## src/rtl/smb_pkg.sv

```systemverilog
package smb_pkg;
  localparam logic [6:0] SLV_ADDR   = 7'h69;
  localparam int         NREG_DEF   = 10;
  localparam int         IDX_DEVID  = 6;
  localparam int         IDX_REVVEN = 7;
  localparam int         IDX_COUNT  = 8;
  localparam logic [7:0] DEVID_VAL  = 8'h13;
  localparam logic [7:0] REVVEN_VAL = 8'h01;
  localparam logic [7:0] COUNT_RST  = 8'h09;

  typedef enum logic [2:0] {PH_IDLE, PH_RX, PH_RXACK, PH_TX, PH_TXACK} phase_t;
  typedef enum logic [1:0] {RL_ADDR, RL_INDEX, RL_COUNT, RL_DATA} role_t;
endpackage

```

## src/rtl/smb_glitch.sv

```systemverilog
module smb_glitch #(
  parameter int GLITCH = 3
) (
  input  logic clk,
  input  logic rst,
  input  logic raw,
  output logic filt
);
  localparam int CW = $clog2(GLITCH + 1);
  logic s1, s2;
  logic [CW-1:0] cnt;

  always_ff @(posedge clk) begin
    if (rst) begin
      s1   <= 1'b1;
      s2   <= 1'b1;
      filt <= 1'b1;
      cnt  <= '0;
    end else begin
      s1 <= raw;
      s2 <= s1;
      if (s2 == filt) begin
        cnt <= '0;
      end else if (cnt == CW'(GLITCH - 1)) begin
        filt <= s2;
        cnt  <= '0;
      end else begin
        cnt <= cnt + 1'b1;
      end
    end
  end
endmodule

```

## src/rtl/smb_cond.sv

```systemverilog
module smb_cond (
  input  logic clk,
  input  logic rst,
  input  logic scl_f,
  input  logic sda_f,
  output logic scl_rise,
  output logic scl_fall,
  output logic start_det,
  output logic stop_det
);
  logic scl_p, sda_p;

  always_ff @(posedge clk) begin
    if (rst) begin
      scl_p <= 1'b1;
      sda_p <= 1'b1;
    end else begin
      scl_p <= scl_f;
      sda_p <= sda_f;
    end
  end

  assign scl_rise  = scl_f & ~scl_p;
  assign scl_fall  = ~scl_f & scl_p;
  assign start_det = scl_f & scl_p & sda_p & ~sda_f;
  assign stop_det  = scl_f & scl_p & ~sda_p & sda_f;
endmodule

```

## src/rtl/smb_regfile.sv

```systemverilog
module smb_regfile import smb_pkg::*; #(
  parameter int NREG = NREG_DEF
) (
  input  logic       clk,
  input  logic       rst,
  input  logic       wr_en,
  input  logic [7:0] wr_idx,
  input  logic [7:0] wr_data,
  input  logic [7:0] rd_idx,
  output logic [7:0] rd_data,
  output logic [7:0] cnt_q
);
  localparam int IW = $clog2(NREG);
  logic [NREG-1:0][7:0] regs;

  for (genvar i = 0; i < NREG; i++) begin : g_reg
    if (i == IDX_DEVID) begin : g_devid
      assign regs[i] = DEVID_VAL;
    end else if (i == IDX_REVVEN) begin : g_revven
      assign regs[i] = REVVEN_VAL;
    end else begin : g_rw
      localparam logic [7:0] RSTV = (i == IDX_COUNT) ? COUNT_RST : 8'h00;
      logic [7:0] q;
      always_ff @(posedge clk) begin
        if (rst) q <= RSTV;
        else if (wr_en && wr_idx == 8'(i)) q <= wr_data;
      end
      assign regs[i] = q;
    end
  end

  always_comb begin
    rd_data = 8'h00;
    if (rd_idx < 8'(NREG)) rd_data = regs[rd_idx[IW-1:0]];
  end

  assign cnt_q = regs[IDX_COUNT];
endmodule

```

## src/rtl/smb_engine.sv

```systemverilog
module smb_engine import smb_pkg::*; #(
  parameter logic [6:0] ADDR = SLV_ADDR
) (
  input  logic       clk,
  input  logic       rst,
  input  logic       sda_f,
  input  logic       scl_rise,
  input  logic       scl_fall,
  input  logic       start_det,
  input  logic       stop_det,
  input  logic [7:0] rd_data,
  input  logic [7:0] cnt_q,
  output logic       wr_en,
  output logic [7:0] wr_idx,
  output logic [7:0] wr_data,
  output logic [7:0] rd_idx,
  output logic       idle,
  output logic       sda_oe
);
  phase_t     ph;
  role_t      role;
  logic [7:0] sh, ptr, remain;
  logic [3:0] bitcnt;
  logic       go_tx, host_ack;
  logic       bus_evt, byte_done;

  assign bus_evt   = start_det | stop_det;
  assign byte_done = !bus_evt && ph == PH_RX && scl_fall && bitcnt == 4'd8;
  assign wr_en     = byte_done && role == RL_DATA && remain != 8'd0;
  assign wr_idx    = ptr;
  assign wr_data   = sh;
  assign rd_idx    = ptr;
  assign idle      = (ph == PH_IDLE);

  always_ff @(posedge clk) begin
    if (rst) begin
      ph       <= PH_IDLE;
      role     <= RL_ADDR;
      sh       <= '0;
      ptr      <= '0;
      remain   <= '0;
      bitcnt   <= '0;
      go_tx    <= 1'b0;
      host_ack <= 1'b0;
      sda_oe   <= 1'b0;
    end else if (stop_det) begin
      ph     <= PH_IDLE;
      sda_oe <= 1'b0;
    end else if (start_det) begin
      ph     <= PH_RX;
      role   <= RL_ADDR;
      bitcnt <= '0;
      sda_oe <= 1'b0;
    end else begin
      unique case (ph)
        PH_RX: begin
          if (scl_rise && bitcnt != 4'd8) begin
            sh     <= {sh[6:0], sda_f};
            bitcnt <= bitcnt + 1'b1;
          end else if (byte_done) begin
            go_tx <= 1'b0;
            unique case (role)
              RL_ADDR: begin
                if (sh[7:1] == ADDR) begin
                  go_tx  <= sh[0];
                  role   <= RL_INDEX;
                  sda_oe <= 1'b1;
                  ph     <= PH_RXACK;
                end else begin
                  ph <= PH_IDLE;
                end
              end
              RL_INDEX: begin
                ptr    <= sh;
                role   <= RL_COUNT;
                sda_oe <= 1'b1;
                ph     <= PH_RXACK;
              end
              RL_COUNT: begin
                remain <= sh;
                role   <= RL_DATA;
                sda_oe <= 1'b1;
                ph     <= PH_RXACK;
              end
              RL_DATA: begin
                if (remain != 8'd0) begin
                  ptr    <= ptr + 1'b1;
                  remain <= remain - 1'b1;
                  sda_oe <= 1'b1;
                  ph     <= PH_RXACK;
                end else begin
                  ph <= PH_IDLE;
                end
              end
              default: ph <= PH_IDLE;
            endcase
          end
        end
        PH_RXACK: begin
          if (scl_fall) begin
            bitcnt <= '0;
            if (go_tx) begin
              sh     <= cnt_q;
              sda_oe <= ~cnt_q[7];
              ph     <= PH_TX;
            end else begin
              sda_oe <= 1'b0;
              ph     <= PH_RX;
            end
          end
        end
        PH_TX: begin
          if (scl_fall) begin
            if (bitcnt == 4'd7) begin
              sda_oe <= 1'b0;
              ph     <= PH_TXACK;
            end else begin
              sh     <= {sh[6:0], 1'b0};
              sda_oe <= ~sh[6];
              bitcnt <= bitcnt + 1'b1;
            end
          end
        end
        PH_TXACK: begin
          if (scl_rise) begin
            host_ack <= ~sda_f;
          end else if (scl_fall) begin
            if (host_ack) begin
              sh     <= rd_data;
              sda_oe <= ~rd_data[7];
              ptr    <= ptr + 1'b1;
              bitcnt <= '0;
              ph     <= PH_TX;
            end else begin
              ph <= PH_IDLE;
            end
          end
        end
        default: ;
      endcase
    end
  end
endmodule

```

## src/rtl/smb_regslave.sv

```systemverilog
module smb_regslave import smb_pkg::*; #(
  parameter logic [6:0] ADDR   = SLV_ADDR,
  parameter int         NREG   = NREG_DEF,
  parameter int         GLITCH = 3
) (
  input  logic clk,
  input  logic rst,
  input  logic scl_i,
  input  logic sda_i,
  output logic sda_oe
);
  localparam int NLINE = 2;
  logic [NLINE-1:0] raw_lines, filt_lines;
  logic scl_f, sda_f, scl_rise, scl_fall, start_det, stop_det;
  logic wr_en, in_idle;
  logic [7:0] wr_idx, wr_data, rd_idx, rd_data, cnt_q;

  assign raw_lines = {sda_i, scl_i};

  for (genvar g = 0; g < NLINE; g++) begin : g_line
    smb_glitch #(.GLITCH(GLITCH)) u_flt (
      .clk(clk), .rst(rst), .raw(raw_lines[g]), .filt(filt_lines[g])
    );
  end

  assign scl_f = filt_lines[0];
  assign sda_f = filt_lines[1];

  smb_cond u_cond (
    .clk(clk), .rst(rst), .scl_f(scl_f), .sda_f(sda_f),
    .scl_rise(scl_rise), .scl_fall(scl_fall),
    .start_det(start_det), .stop_det(stop_det)
  );

  smb_engine #(.ADDR(ADDR)) u_eng (
    .clk(clk), .rst(rst), .sda_f(sda_f),
    .scl_rise(scl_rise), .scl_fall(scl_fall),
    .start_det(start_det), .stop_det(stop_det),
    .rd_data(rd_data), .cnt_q(cnt_q),
    .wr_en(wr_en), .wr_idx(wr_idx), .wr_data(wr_data), .rd_idx(rd_idx),
    .idle(in_idle), .sda_oe(sda_oe)
  );

  smb_regfile #(.NREG(NREG)) u_rf (
    .clk(clk), .rst(rst), .wr_en(wr_en), .wr_idx(wr_idx), .wr_data(wr_data),
    .rd_idx(rd_idx), .rd_data(rd_data), .cnt_q(cnt_q)
  );
endmodule

```

## config.mk

```make
export PLATFORM = sky130hd
export DESIGN_NAME = smb_regslave
export DESIGN_NICKNAME = d
export VERILOG_FILES = /design/src/rtl/smb_pkg.sv /design/src/rtl/smb_glitch.sv /design/src/rtl/smb_cond.sv /design/src/rtl/smb_regfile.sv /design/src/rtl/smb_engine.sv /design/src/rtl/smb_regslave.sv
export SDC_FILE = /design/constraint.sdc
export NUM_CORES = 1
export LEC_CHECK = 0
export ABC_AREA = 1
export CAP_MARGIN = 20
export CELL_PAD_IN_SITES_DETAIL_PLACEMENT = 0
export CELL_PAD_IN_SITES_GLOBAL_PLACEMENT = 1
export CORE_ASPECT_RATIO = 1.1
export CORE_MARGIN = 2
export CORE_UTILIZATION = 30
export CTS_CLUSTER_DIAMETER = 50
export DETAILED_ROUTE_END_ITERATION = 7
export DONT_BUFFER_PORTS = 1
export GPL_TIMING_DRIVEN = 0
export PLACE_DENSITY = 0.67
export SLEW_MARGIN = 20
export SYNTH_ARGS = -nofsm -noshare
export SYNTH_HDL_FRONTEND = slang
export SYNTH_SLANG_ARGS = --single-unit
```

## constraint.sdc

```tcl
create_clock -name clk -period 5 [get_ports clk]
set_input_delay 1 -clock clk [delete_from_list [all_inputs] [get_ports clk]]
set_output_delay 1 -clock clk [all_outputs]
set_load 0.005 [all_outputs]
```

# Word level (Yosys, flattened, before mapping)
# Index checks and enable logic that the tools add are counted.
[totals] register_bits=112 latchBits=0 ram_bits=0 mem_bits_ro=0 inputBits=4 output_inout_bits=1 mem_count=0
[classes] add_sub_neg=5 mul=0 n_div=0 n_lt_le_gt_ge=2 eq_ne=49 shifts=0 muxes=66 bitwise_logic=20 n_reduce_logical=42
[ops] operator="$mux 8" count=17
[ops] operator="$pmux 8 s2" count=3
[ops] operator="$bmux 8 s4" count=1
[ops] operator="$mux 4" count=8
[ops] operator="$pmux 8 s4" count=1
[ops] operator="$mux 3" count=7
[ops] operator="$ne 3x1->1 const B" count=7
[ops] operator="$reduce_and 10->1" count=2
[ops] operator="$mux 2" count=9
[ops] operator="$eq 8x2->1 const B" count=2
[ops] operator="$eq 8x3->1 const B" count=2
[ops] operator="$eq 8x4->1 const B" count=2
[ops] operator="$ne 2x1->1 const B" count=8
[ops] operator="$pmux 4 s4" count=1
[ops] operator="$reduce_and 8->1" count=2
[ops] operator="$logic_and 1x1->1" count=14
[ops] operator="$mux 1" count=14
[ops] operator="$ne 3x3->1 const B" count=4
[ops] operator="$not 1->1" count=12
[ops] operator="$pmux 3 s4" count=1
[ops] operator="$reduce_and 11->1" count=1
[ops] operator="$ne 2x2->1 const B" count=5
[ops] operator="$ne 3x2->1 const B" count=3
[ops] operator="$pmux 3 s3" count=1
[ops] operator="other kinds (37)" count=57

# Depth between registers and ports, before layout
[depth] word_depth=12 mapped_depth=13 ltp_nobuf=12

# Modules after synthesis
# Synthesis repeated with hierarchy kept, for this count alone.
[hier_totals] hier_cells=1067 hier_area_um2=6618.8
[modules_own_cells] mod="smb_regfile" instances=1 cells_each=562 area_per_inst_um2=3505.9 seq_area_each_um2=1281.2
[modules_own_cells] mod="smb_engine" instances=1 cells_each=451 area_per_inst_um2=2665.1 seq_area_each_um2=720.7
[modules_own_cells] mod="smb_glitch" instances=2 cells_each=19 area_per_inst_um2=177.7 seq_area_each_um2=100.1
[modules_own_cells] mod="smb_cond" instances=1 cells_each=16 area_per_inst_um2=92.6 seq_area_each_um2=40.0

# Worst setup path after synthesis
# OpenSTA, ideal clock, no wires.
[synth_path] path_kind="input port to flip-flop" start="input port rst" end="register u_rf.g_reg[8].g_rw.q[0] (netlist: u_rf.cnt_q[0])" arrival_ns=1.678 required_ns=4.862 setup_slack_ns=3.184 cell_stages=4 path_buffers=2 path_cell_list="inv_1 -> clkbuf_1 -> clkbuf_1 -> o211ai_1"
[synth_rtl] item="start: declaration" line_no="smb_regslave.sv:7" source="input logic rst,"
[synth_rtl] item="end signal: assignment" line_no="smb_regfile.sv:26" source="else if (wr_en && wr_idx == 8'(i)) q <= wr_data;"
[synth_rtl] item="end: declaration" line_no="smb_regfile.sv:23" source="logic [7:0] q;"
# No word-level cell between the ends.

# Final worst setup path
[layout_path] start="register u_eng.ptr[0] (netlist: u_eng.rd_idx[0])" end="register u_rf.g_reg[4].g_rw.q[7]"
[layout_between] elab_chain_len=2
[layout_lines] item="start: declaration" line_no="smb_engine.sv:22" source="logic [7:0] sh, ptr, remain;"
[layout_lines] item="start signal: assignment" line_no="smb_engine.sv:74" source="ptr <= sh;"
[layout_lines] item="start signal: assignment" line_no="smb_engine.sv:87" source="ptr <= ptr + 1'b1;"
[layout_lines] item="start signal: assignment" line_no="smb_engine.sv:131" source="ptr <= ptr + 1'b1;"
[layout_lines] item="$eq 8x3->1" line_no="smb_regfile.sv:26"
[layout_lines] item="$logic_and 1x1->1" line_no="smb_regfile.sv:26"
[layout_lines] item="end signal: assignment" line_no="smb_regfile.sv:26"
[layout_lines] item="end: declaration" line_no="smb_regfile.sv:23"
# Every way passes these cells.
# A chain may end at the register's enable or synchronous reset.

==> impl_results.md <==
* Status: finished clean
* Synthesized flop and latch total at roughly 110
* Crit path top cell by count: inv_1
* Final period util at between 40 and 50%
* RSZ-0062 raised after global routing: false
* Htree depth at 3
* Vias per cell at ~4.8
* Post-detail-place hpwl at roughly 14000 um
* Top delay family on crit path: buffers and inverters
* Post-synth EDFFs at 0
* I/O Buffers at 0
* Row count at 55
* Final setup viols at 0
* Pwr dens at between 400 and 500 nW/um^2
* Synthesized cell area at 6220 um^2
* Worst slew margin at between 40% and 50%
* CTS Root Cell: clkbuf_16
* Synth unique cells at 39
* Die Span Y at between 150 and 200 um
* Layout area overhead at 9.53%
* CTS hold repair buffers at 0
* Max FO, Critical Path at 11
* Sum Neg Setup Slack at 0 ps
* Worst Setup Start Kind: flop
* Worst Max-Slew Pin Slew at 863 ps
* Crit path max-delay cell type: nor3_2
* Placed cell area at around 6500 um^2
* Ant. Diodes at 0
* CTS tree: done
* Layout cells sized above 1 at 7.68%
* Sequential area share after synthesis at between 30% and 40%
* Kind of critical path: flop to flop
* Initial Util at a little under a third
* DRC Markers at 0
* Ys flop type: dfxtp_1
* Fin nets at 991
* Mean Syn Cell Area at 6.48 um^2
* Fin. max-slew vios at 0
* Final hold vios at 0
* Post-route cell area at between 6000 and 7000 um^2
* Chip width at about 140 um
* Routed WL at just under 20000 um
* Num CTS Buffers at 9
* Syn Nets at between 900 and 1k
* Gate Count Post-Synth at roughly 960
* Core area at slightly above 20000 um^2
* CP peak stage delay at roughly 500 ps
* IO Count at 5
* Max cap viols at 0
* Initial antenna violation count at 0
* Setup Fix Bufs, Post-CTS at 0
* Cts repair resizes at 0
* Path type of the worst min-delay path: flop to flop
* Total power at around 2.8 mW
* Drt first-iter violations at around 330
* Post-DRT Antenna Nets at 0
* Worst path arrival time at around 2700 ps
* Number of global-route vias before repair at approximately 5.6k
* GPL Wtd Cong at roughly 0.84
* YS warnings at 0
* Clock sinks at approximately 110
* GRT Util Overall at 18.9%
* Vias at a little under 6k
* Area of the die at approximately 22000 um^2
* Crit path cell chain: inv_1, clkbuf_1, buf_2, ha_1, inv_1, nor3_2, o21ai_0, nor2_1
* Clock slew at reported path FFs at 70 ps
* Placed instance count at 1217
* First-pass GRT wire length at 31900 um
* CP Capture Type: flop
* Fin cells at between 1k and 1.5k
* Max Buffers Root-to-Sink at 2
* Fmax at roughly 400 MHz
* CP Data Required Time at approximately 5300 ps
* LEAKAGE at roughly 3.3 nW
* Drt wl/cell at about 16 um
* Remaining Overflow, GRT at 0
* Pre-antenna DRT Iters at 5
* Largest net degree at the start of global routing at 18
* Fin crit period at 2430 ps
* Worst Path Buf+Inv at 4
* Maximum vdd ir drop at around 0.21 mV
* Ys async rst share at 0%
* Clk_skew at 9.69 ps
* Clk Latency, worst-skew pair at 370 ps
## path summary, 6_finish.rpt
check,startpoint,to,slack (ps),cells past startpoint
max,u_eng.rd_idx[0],u_rf.g_reg[4].g_rw.q[7],2570,8
min,g_line[0].u_flt.cnt[0],g_line[0].u_flt.cnt[0],410,1
max reg2reg,u_eng.rd_idx[0],u_rf.g_reg[4].g_rw.q[7],2570,8
min reg2reg,g_line[0].u_flt.cnt[0],g_line[0].u_flt.cnt[0],410,1
## cells in the final DEF, fill, tap and decap left out, drive strengths merged
cell type  instances
nand2            248
nor2             198
dfxtp            112
inv              102
o21ai             89
a21oi             55
nand3             37
clkbuf            30
buf               23
nor3              18
ha                15
nand4             10
o22ai              9
o211ai             8
or2                6
xor2               4
clkinv             3
xnor2              2
a211oi             2
nand3b             1
o21bai             1
a21boi             1
o31ai              1
clkinvlp           1
## registers in the layout, summed over array words and instances, names as in the netlist
signal / flops
g_line.u_flt.cnt: 4
g_line.u_flt.filt: 2
g_line.u_flt.s1: 2
g_line.u_flt.s2: 2
u_cond.scl_p: 1
u_cond.sda_p: 1
u_eng.bitcnt: 4
u_eng.go_tx: 1
u_eng.host_ack: 1
u_eng.ph: 3
u_eng.rd_idx: 8
u_eng.remain: 8
u_eng.role: 2
u_eng.sda_oe: 1
u_eng.wr_data: 8
u_rf.cnt_q: 8
u_rf.g.g_rw.q: 56
## logic make-up (layout without fill, tap and decap cells)
group | count (synthesis) | after routing | share of synthesized area [%]
buffers and inverters | 144 | 159 | 9.75
adder cells (fa/ha/maj) | 15 | 15 | 3.02
XOR/XNOR | 6 | 6 | 0.844
AO/OA/AOI/OAI | 166 | 166 | 14.1
flip-flops | 112 | 112 | 36.0
AND/OR/NAND/NOR | 518 | 518 | 36.3
## synthesized netlist by cell type, types with 2 or more instances
cell	number	share of area [%]
o211ai_1	8	0.97
nor3_4	2	0.52
nand3_1	36	2.9
inv_1	96	5.8
dfxtp_1	112	36
or2_2	6	0.60
a21oi_1	55	4.4
nor2_8	2	0.64
nor2_1	189	11
nand2_2	10	1.0
nor2_2	4	0.40
ha_1	15	3.0
nand2_1	233	14
a211oi_1	2	0.24
nand2_4	4	0.72
buf_2	10	0.80
nor2_4	3	0.54
o22ai_1	9	0.90
nor3_1	14	1.1
o21ai_0	87	7.0
nor3_2	2	0.32
xor2_1	4	0.56
buf_4	2	0.24
buf_1	5	0.30
o21ai_1	2	0.16
clkbuf_1	19	1.1
xnor2_1	2	0.28
nand4_1	8	0.80
buf_6	6	1.1
inv_2	5	0.30
## metrics by stage
step | worst slack (ps) | hold slack [ps] | utilization (%)
2_1_floorplan | 3180 | 389 | -
3_3_place_gp | 2510 | 392 | 32.0
3_5_place_dp | 2500 | 396 | 32.0
4_1_cts | 2620 | 412 | 33.4
5_1_grt | 2390 | 420 | 33.4
6_report | 2570 | 411 | 33.4
## final cells by class
type | instances | area, um^2
inverters | 102 | 384
clock buffers | 11 | 243
fillers | 2285 | 13600
flip-flops and latches | 112 | 2240
clock inverters | 4 | 30.0
plain buffers | 42 | 223
well taps | 256 | 320
multi-input cells | 705 | 3370
## routing by layer
metal	share of wire, %	global-route usage [%]	up-vias
met5	0	0	-
met4	1.4	4.29	0
met3	4.6	3.35	14
met2	46	30.9	105
met1	48	26.0	2668
li1	-	-	3068
## worst register-to-register path, delay by kind of cell, from the launching register on
kind                       cells  cell delay [ps]
buffers and inverters          4             1010
AOI/OAI and AO/OA              1              160
adders and majority gates      1              220
and+or+nand+nor                2              610
DFF                            1              380
## report_power, final
part	internal, mW	total, mW	switching (mW)
clock	0.352	0.708	0.356
sequential	0.951	0.986	0.0355
combinational	0.291	1.08	0.789
Power figures use the tool's default switching activity.
